**config.mk**
```make
export PLATFORM = sky130hd
export DESIGN_NAME = bfly_unit
export DESIGN_NICKNAME = d
export VERILOG_FILES = /design/src/rtl/bfly_pkg.sv /design/src/rtl/bfly_ctrl.sv /design/src/rtl/bfly_datapath.sv /design/src/rtl/bfly_unit.sv
export SDC_FILE = /design/constraint.sdc
export NUM_CORES = 2
export LEC_CHECK = 0
export BUFFER_PORTS_ARGS = -buffer_cell sky130_fd_sc_hd__buf_2
export CORE_MARGIN = 2
export CORE_UTILIZATION = 60
export DETAILED_ROUTE_END_ITERATION = 12
export PLACE_DENSITY_LB_ADDON = 0.3
export SETUP_SLACK_MARGIN = 0.4
export SLEW_MARGIN = 0
export SYNTH_ARGS = -nofsm -noshare
export SYNTH_HDL_FRONTEND = slang
export SYNTH_SLANG_ARGS = --single-unit
```
**constraint.sdc**
```tcl
create_clock -name clk -period 9.4 [get_ports clk]
set_input_delay 0 -clock clk [delete_from_list [all_inputs] [get_ports clk]]
set_output_delay 0 -clock clk [all_outputs]
set_load 0.02 [all_outputs]
```
**src/rtl/bfly_pkg.sv**
```systemverilog
package bfly_pkg;
  localparam int MUL_LAT   = 4;
  localparam int ADD_LAT   = 1;
  localparam int TOTAL_LAT = MUL_LAT + ADD_LAT;

  typedef struct packed {
    logic [TOTAL_LAT-1:0] load;
  } bflyCtrl_t;
endpackage

```
**src/rtl/bfly_ctrl.sv**
```systemverilog
module bfly_ctrl
  import bfly_pkg::*;
(
  input  logic      clk,
  input  logic      rst,
  input  logic      vldIn,
  output bflyCtrl_t ctl,
  output logic      vldOut
);
  logic [TOTAL_LAT-1:0] vldPipe;
  logic [2:0]           sinceRst;

  always_ff @(posedge clk) begin
    if (rst) vldPipe <= '0;
    else     vldPipe <= {vldPipe[TOTAL_LAT-2:0], vldIn};
  end

  always_comb begin
    ctl.load = {vldPipe[TOTAL_LAT-2:0], vldIn};
  end

  assign vldOut = vldPipe[TOTAL_LAT-1];

  always_ff @(posedge clk) begin
    if (rst)                        sinceRst <= '0;
    else if (sinceRst < 3'd5)       sinceRst <= sinceRst + 3'd1;
  end

  // Result flag follows the accepted flag five edges later
  assert_latency_R2: assert property (@(posedge clk) disable iff (rst)
    (sinceRst >= 3'd5) |-> (vldOut == $past(vldIn, 5)));
endmodule

```
**src/rtl/bfly_datapath.sv**
```systemverilog
module bfly_datapath
  import bfly_pkg::*;
#(
  parameter int DW = 16
)(
  input  logic          clk,
  input  logic          rst,
  input  bflyCtrl_t     ctl,
  input  logic [DW-1:0] aRe,
  input  logic [DW-1:0] aIm,
  input  logic [DW-1:0] bRe,
  input  logic [DW-1:0] bIm,
  input  logic [DW-1:0] wRe,
  input  logic [DW-1:0] wIm,
  output logic [DW-1:0] sumRe,
  output logic [DW-1:0] sumIm,
  output logic [DW-1:0] difRe,
  output logic [DW-1:0] difIm
);
  localparam int PW   = 2 * DW;
  localparam int FRAC = DW - 1;
  localparam int SHI  = PW - 2;

  // Stage 1: operand capture
  logic signed [DW-1:0] bRe1, bIm1, wRe1, wIm1;
  // Stage 2: full products
  logic signed [PW-1:0] pRR, pII, pRI, pIR;
  // Stage 3: rescaled products
  logic [DW-1:0] tRR, tII, tRI, tIR;
  // Stage 4: complex product
  logic [DW-1:0] prodRe, prodIm;
  // A arm delay
  logic [DW-1:0] aReDly [MUL_LAT];
  logic [DW-1:0] aImDly [MUL_LAT];

  always_ff @(posedge clk) begin
    if (rst) begin
      bRe1 <= '0; bIm1 <= '0; wRe1 <= '0; wIm1 <= '0;
    end else if (ctl.load[0]) begin
      bRe1 <= bRe; bIm1 <= bIm; wRe1 <= wRe; wIm1 <= wIm;
    end
  end

  always_ff @(posedge clk) begin
    if (rst) begin
      pRR <= '0; pII <= '0; pRI <= '0; pIR <= '0;
    end else if (ctl.load[1]) begin
      pRR <= bRe1 * wRe1;
      pII <= bIm1 * wIm1;
      pRI <= bRe1 * wIm1;
      pIR <= bIm1 * wRe1;
    end
  end

  always_ff @(posedge clk) begin
    if (rst) begin
      tRR <= '0; tII <= '0; tRI <= '0; tIR <= '0;
    end else if (ctl.load[2]) begin
      tRR <= pRR[SHI:FRAC];
      tII <= pII[SHI:FRAC];
      tRI <= pRI[SHI:FRAC];
      tIR <= pIR[SHI:FRAC];
    end
  end

  always_ff @(posedge clk) begin
    if (rst) begin
      prodRe <= '0; prodIm <= '0;
    end else if (ctl.load[3]) begin
      prodRe <= tRR - tII;
      prodIm <= tRI + tIR;
    end
  end

  for (genvar k = 0; k < MUL_LAT; k++) begin : g_aDelay
    always_ff @(posedge clk) begin
      if (rst) begin
        aReDly[k] <= '0;
        aImDly[k] <= '0;
      end else if (ctl.load[k]) begin
        if (k == 0) begin
          aReDly[k] <= aRe;
          aImDly[k] <= aIm;
        end else begin
          aReDly[k] <= aReDly[(k == 0) ? 0 : k-1];
          aImDly[k] <= aImDly[(k == 0) ? 0 : k-1];
        end
      end
    end
  end

  always_ff @(posedge clk) begin
    if (rst) begin
      sumRe <= '0; sumIm <= '0; difRe <= '0; difIm <= '0;
    end else if (ctl.load[MUL_LAT]) begin
      sumRe <= aReDly[MUL_LAT-1] + prodRe;
      sumIm <= aImDly[MUL_LAT-1] + prodIm;
      difRe <= aReDly[MUL_LAT-1] - prodRe;
      difIm <= aImDly[MUL_LAT-1] - prodIm;
    end
  end

  // Outputs frozen when no result is being written
  assert_hold_R8: assert property (@(posedge clk) disable iff (rst)
    !ctl.load[MUL_LAT] |=> ($stable(sumRe) && $stable(sumIm) &&
                            $stable(difRe) && $stable(difIm)));

  // Sum and difference share the A arm: their total is twice A
  assert_sumdif_R6: assert property (@(posedge clk) disable iff (rst)
    ctl.load[MUL_LAT] |=> ((DW'(sumRe + difRe) == DW'({$past(aReDly[MUL_LAT-1]), 1'b0})) &&
                           (DW'(sumIm + difIm) == DW'({$past(aImDly[MUL_LAT-1]), 1'b0}))));

  // A zero weight yields zero partial products
  assert_zero_weight_R9: assert property (@(posedge clk) disable iff (rst)
    (ctl.load[1] && wRe1 == '0 && wIm1 == '0) |=>
      (pRR == '0 && pII == '0 && pRI == '0 && pIR == '0));
endmodule

```
**src/rtl/bfly_unit.sv**
```systemverilog
module bfly_unit
  import bfly_pkg::*;
#(
  parameter int DW = 16
)(
  input  logic          clk,
  input  logic          rst,
  input  logic          vldIn,
  input  logic [DW-1:0] aRe,
  input  logic [DW-1:0] aIm,
  input  logic [DW-1:0] bRe,
  input  logic [DW-1:0] bIm,
  input  logic [DW-1:0] wRe,
  input  logic [DW-1:0] wIm,
  output logic          vldOut,
  output logic [DW-1:0] sumRe,
  output logic [DW-1:0] sumIm,
  output logic [DW-1:0] difRe,
  output logic [DW-1:0] difIm
);
  bflyCtrl_t ctl;

  bfly_ctrl u_ctrl (
    .clk(clk), .rst(rst), .vldIn(vldIn), .ctl(ctl), .vldOut(vldOut)
  );

  bfly_datapath #(.DW(DW)) u_dp (
    .clk(clk), .rst(rst), .ctl(ctl),
    .aRe(aRe), .aIm(aIm), .bRe(bRe), .bIm(bIm), .wRe(wRe), .wIm(wIm),
    .sumRe(sumRe), .sumIm(sumIm), .difRe(difRe), .difIm(difIm)
  );

  // Input weight must never be the most negative code
  assert_weight_range_R4: assert property (@(posedge clk) disable iff (rst)
    vldIn |-> (wRe != {1'b1, {(DW-1){1'b0}}} && wIm != {1'b1, {(DW-1){1'b0}}}));
endmodule

```
==> impl.org <==
** Timing
- Headroom to the max-slew limit came out at between 6 and 7%.
- Setup-failing EPs final :: 0
- Final worst-path setup slack :: ~1.7 ns
- Final max-slew violation count :: 0
- Clock skew after layout :: 0.0568 ns
- Final count of hold timing violations :: 0
- Final critical-path share of the clock period :: roughly four fifths
- For the final routed database, the setup TNS stands at 0 ns.
- At the pin with the least slew margin, the transition time is 1.40 ns.
- Post-route minimum period :: 7.66 ns
- Setup repair after global routing left no endpoint under its margin.
- Max Freq :: roughly 0.13 GHz

** Setup path
- Capture point of the worst path :: u_dp.pII[30]
- The critical path starts at u_dp.bIm1[7].
- Worst-case reg-to-reg path depth :: 22
- The worst register-to-register path begins at u_dp.bIm1[7].
- Worst endpoint data arrival time :: between 8 and 9 ns
- The slowest stage of the critical path is the a211oi_1 cell.
- Crit path buffers/inverters :: 4
- Data on the critical path is required at its endpoint by 9.87 ns.
- On the worst path, the slowest cell contributes a delay of ~0.9 ns.
- Setup crit start kind :: flop
- Ordered list of cells on the worst path :: and2_1 -> fa_1 -> inv_1 -> fa_1 -> fa_1 -> inv_1 -> fa_1 -> fa_1 -> inv_1 -> fa_1 -> inv_1 -> ha_1 -> nand3_1 -> a211oi_1 -> o41ai_1 -> a211oi_1 -> a31oi_1 -> o31ai_1 -> a21oi_1 -> o21ai_0 -> xnor2_1 -> o21ai_0
- The critical path is of the reg2reg type.
- Reg-to-reg setup timing slack :: 1.74 ns
- CP top delay family :: adder cells
- In this design, the critical path's most frequently occurring cell is fa_1.
- Of all nets on the critical path, the largest fanout is 20.
- Sort of element at the end of the critical path :: flop
- Stages on the worst setup path :: 22
- In this run the critical register-to-register path is captured at u_dp.pII[30].

** Logic synthesis
- Synth warnings :: 0
- When the netlist entered floorplanning its net count stood at 7305.
- Netlist area before placement :: about 55000 um2
- Flip-flop and latch count after synthesis :: around 420
- Post-synth EDFFs :: between 100 and 150
- Post-Synthesis Cells :: slightly below 6000
- Fraction of registers with async set or reset after synthesis :: 0%
- The most used flip-flop cell after synthesis is dfxtp_1.
- Sequential elements use about 18% of the synthesized area.
- The number of different library cells used by synthesis comes to 71.
- The average instance in the mapped netlist occupies between 9 and 10 um2.

** CTS
- TritonCTS clock tree :: built
- Buffers from clock root to sink, at most :: 3
- After clock tree synthesis, the setup repair step added 0 buffers.
- Maximum level of the CTS H-tree :: 2
- Clock buffer count from CTS :: 50
- Post-CTS sizing :: 0
- The tree is rooted in a clkbuf_16.
- Clock Latency Late Sink :: ~0.66 ns
- Number of clock sinks :: about 420
- After clock tree synthesis, the clock-pin slew on the worst setup and hold paths is 0.06 ns.

** Die
- Die span in x :: 307 um
- The die is 307 um tall.
- The initial utilization of the core area, before any placement, comes to about three fifths.
- approximately 160 I/O pins were placed.
- Row count :: between 100 and 150
- The die covers between 90000 and 100000 um2.
- Area of the core region :: between 90000 and 100000 um2

** Layout
- Ant diodes :: 0
- Area growth from synthesis to final layout :: 8.41%
- Most frequent standard cell in the layout excluding fill and tap cells :: inv_1
- Across the whole layout, storage elements account for 9680 um2.
- Share of post-route cells with drive strength above 1 :: under 10%
- The largest registers in the layout are u_dp.aImDly: 64 flops, u_dp.aReDly: 64 flops.
- Number of fill cells :: 7196
- Commonest cells after routing, fill and taps aside :: inv_1 (1189), fa_1 (1026), and2_1 (590)
- Nets :: 7421
- Leaving out filler cells and counting taps, the final layout contains slightly above 7000.
- Area occupied by multi-input gates :: just under 40000 um2

** Routing
- Total routed wirelength :: ~140000 um
- The count of nets left with antenna violations once routing finished came out at 0.
- After detailed routing, the average wire length per cell comes to about 20 um.
- Violation count after the first detailed-routing iteration :: roughly 2700
- Detailed routing inserted a total of approximately 39000 vias.
- Total iterations of the first detailed-routing run :: 6
- Drt via density :: between 5 and 6
- For this run, design rule violations remaining after detail routing come to 0.

** Global route
- First-pass GRT wire length :: around 230000 um
- Maximum number of pins on one net before global-route repair :: a little over 100
- Number of global-route vias before repair :: about 42000
- Total GRT Usage :: 30.6%
- Total global routing overflow :: 0
- The initial antenna violation count is 4.

** Job
- Number of violations of the max-capacitance limit :: 0

** Placed design
- Port buffering added approximately 160 buffers.
- Detailed placement ended at an HPWL of 108000 um.
- Final estimated routing congestion in global placement :: 0.979
- Worst slack after detailed placement :: 1.97 ns
- Once placement completed, the tool counted placed cells totaling 6920.

** Hold path
- Hold WC Path Type :: in2reg
- Hold Crit Depth :: 3

** Status
- Result of the run :: complete, no violations

** Power
- Leakage power total :: between 20 and 30 nW
- Highest ir drop seen on vdd :: about 0.16 mV
- Power density over the cells :: 108 nW/um2
==> routing by layer <==
metal,share of wire (%),GRT usage [%],routed length [um],up-vias
met5,0.025,0,35,-
met2,47,50.1,64700,1627
met4,3.9,10.9,5400,6
li1,-,-,-,17600
met3,8.8,6.82,12200,301
met1,41,40.2,56500,19500
==> synthesized netlist by cell type (all sizes together), types with 4 or more instances <==
cell type,n,share of area (%)
edfxtp,128,7.0
o211ai,4,0.055
fa,1026,37
buf,22,0.19
a31oi,14,0.16
a211oi,47,0.64
mux2i,172,3.1
a311oi,5,0.080
nor4,5,0.057
nand3,34,0.31
inv,1190,8.1
o31ai,8,0.11
and2,590,6.7
or3,24,0.27
a221o,4,0.073
ha,398,9.1
dfxtp,291,11
a31o,4,0.064
a21oi,117,1.1
o22ai,7,0.080
o21bai,12,0.16
o21ai,92,0.84
nor3,24,0.22
a21boi,6,0.082
nand4,12,0.14
nor2,345,2.4
a21o,34,0.47
a22o,12,0.19
nand2b,33,0.38
o41ai,7,0.11
a2111oi,5,0.10
or2,7,0.080
and3,7,0.080
nand2,582,4.0
o21a,9,0.12
clkbuf,267,1.8
xor2,44,0.70
nor2b,24,0.27
nor3b,4,0.055
xnor2,131,2.1
==> worst register-to-register path, stage by stage, from the launching register on <==
cell and delay (ns):
dfxtp_1 0.83, and2_1 0.26, fa_1 0.43, inv_1 0.08, fa_1 0.45, fa_1 0.52, inv_1 0.06, fa_1 0.53
fa_1 0.51, inv_1 0.05, fa_1 0.48, inv_1 0.04, ha_1 0.30, nand3_1 0.10, a211oi_1 0.24, o41ai_1 0.16
a211oi_1 0.90, a31oi_1 0.38, o31ai_1 0.50, a21oi_1 0.17, o21ai_0 0.25, xnor2_1 0.15, o21ai_0 0.10
==> logic make-up (layout without fill, tap and decap cells) <==
family	Yosys count	count (layout)	share of synthesized area (%)
buffers and inverters	1481	1639	10.2
muxes	172	172	3.13
AOI/OAI and AO/OA	413	413	4.88
and+or+nand+nor	1698	1698	15.0
xor gates and xnor gates	175	175	2.79
DFF	419	419	17.6
adders and majority gates	1424	1424	46.4
==> power breakdown <==
part	switching (mW)	total (mW)	leakage, nW	internal [mW]
Combinational	1.37	2.33	24.8	0.960
Sequential	0.141	2.11	3.76	1.97
Clock	0.848	2.01	0.830	1.16
Total	2.36	6.44	29.4	4.08
==> stage by stage <==
stage	instance area [um2]	power [mW]	utilization, %	hold slack, ns
global placement	56800	4.34	62.2	0.232
finish	59600	6.44	65.3	0.0340
detailed placement	56800	4.40	62.2	0.244
global route	59600	6.85	65.3	0.0641
CTS	59600	6.46	65.3	0.000957
floorplan	55000	3.73	-	0.147
==> how the worst min path moves through the flow <==
| stage | endpoint | slack (ns) | start |
|---|---|---|---|
| 6_report | u_dp.bIm1[10] | 0.03 | vldIn |
| 3_5_place_dp | u_dp.bIm1[1] | 0.24 | bIm[1] |
| 5_1_grt | u_dp.bIm1[10] | 0.06 | vldIn |
| 4_1_cts | u_dp.bIm1[10] | 0.001 | vldIn |
| 2_1_floorplan | u_dp.bIm1[2] | 0.15 | bIm[2] |
| 3_3_place_gp | u_dp.bRe1[0] | 0.23 | bRe[0] |
==> layout make-up <==
cell class	count	area share [%]
Multi-Input combinational cell	3882	66.7
Tap cell	1186	2.49
Timing Repair Buffer	353	4.25
Sequential cell	419	16.2
Inverter	1192	7.51
Clock inverter	21	0.439
Clock buffer	73	2.41
==> what timing repair did <==
action	4_1_cts	5_1_grt
endpoints found under the setup margin	0	0
hold endpoints to repair	149	0
hold buffers	112	0
(Power assumes the default switching activity.)
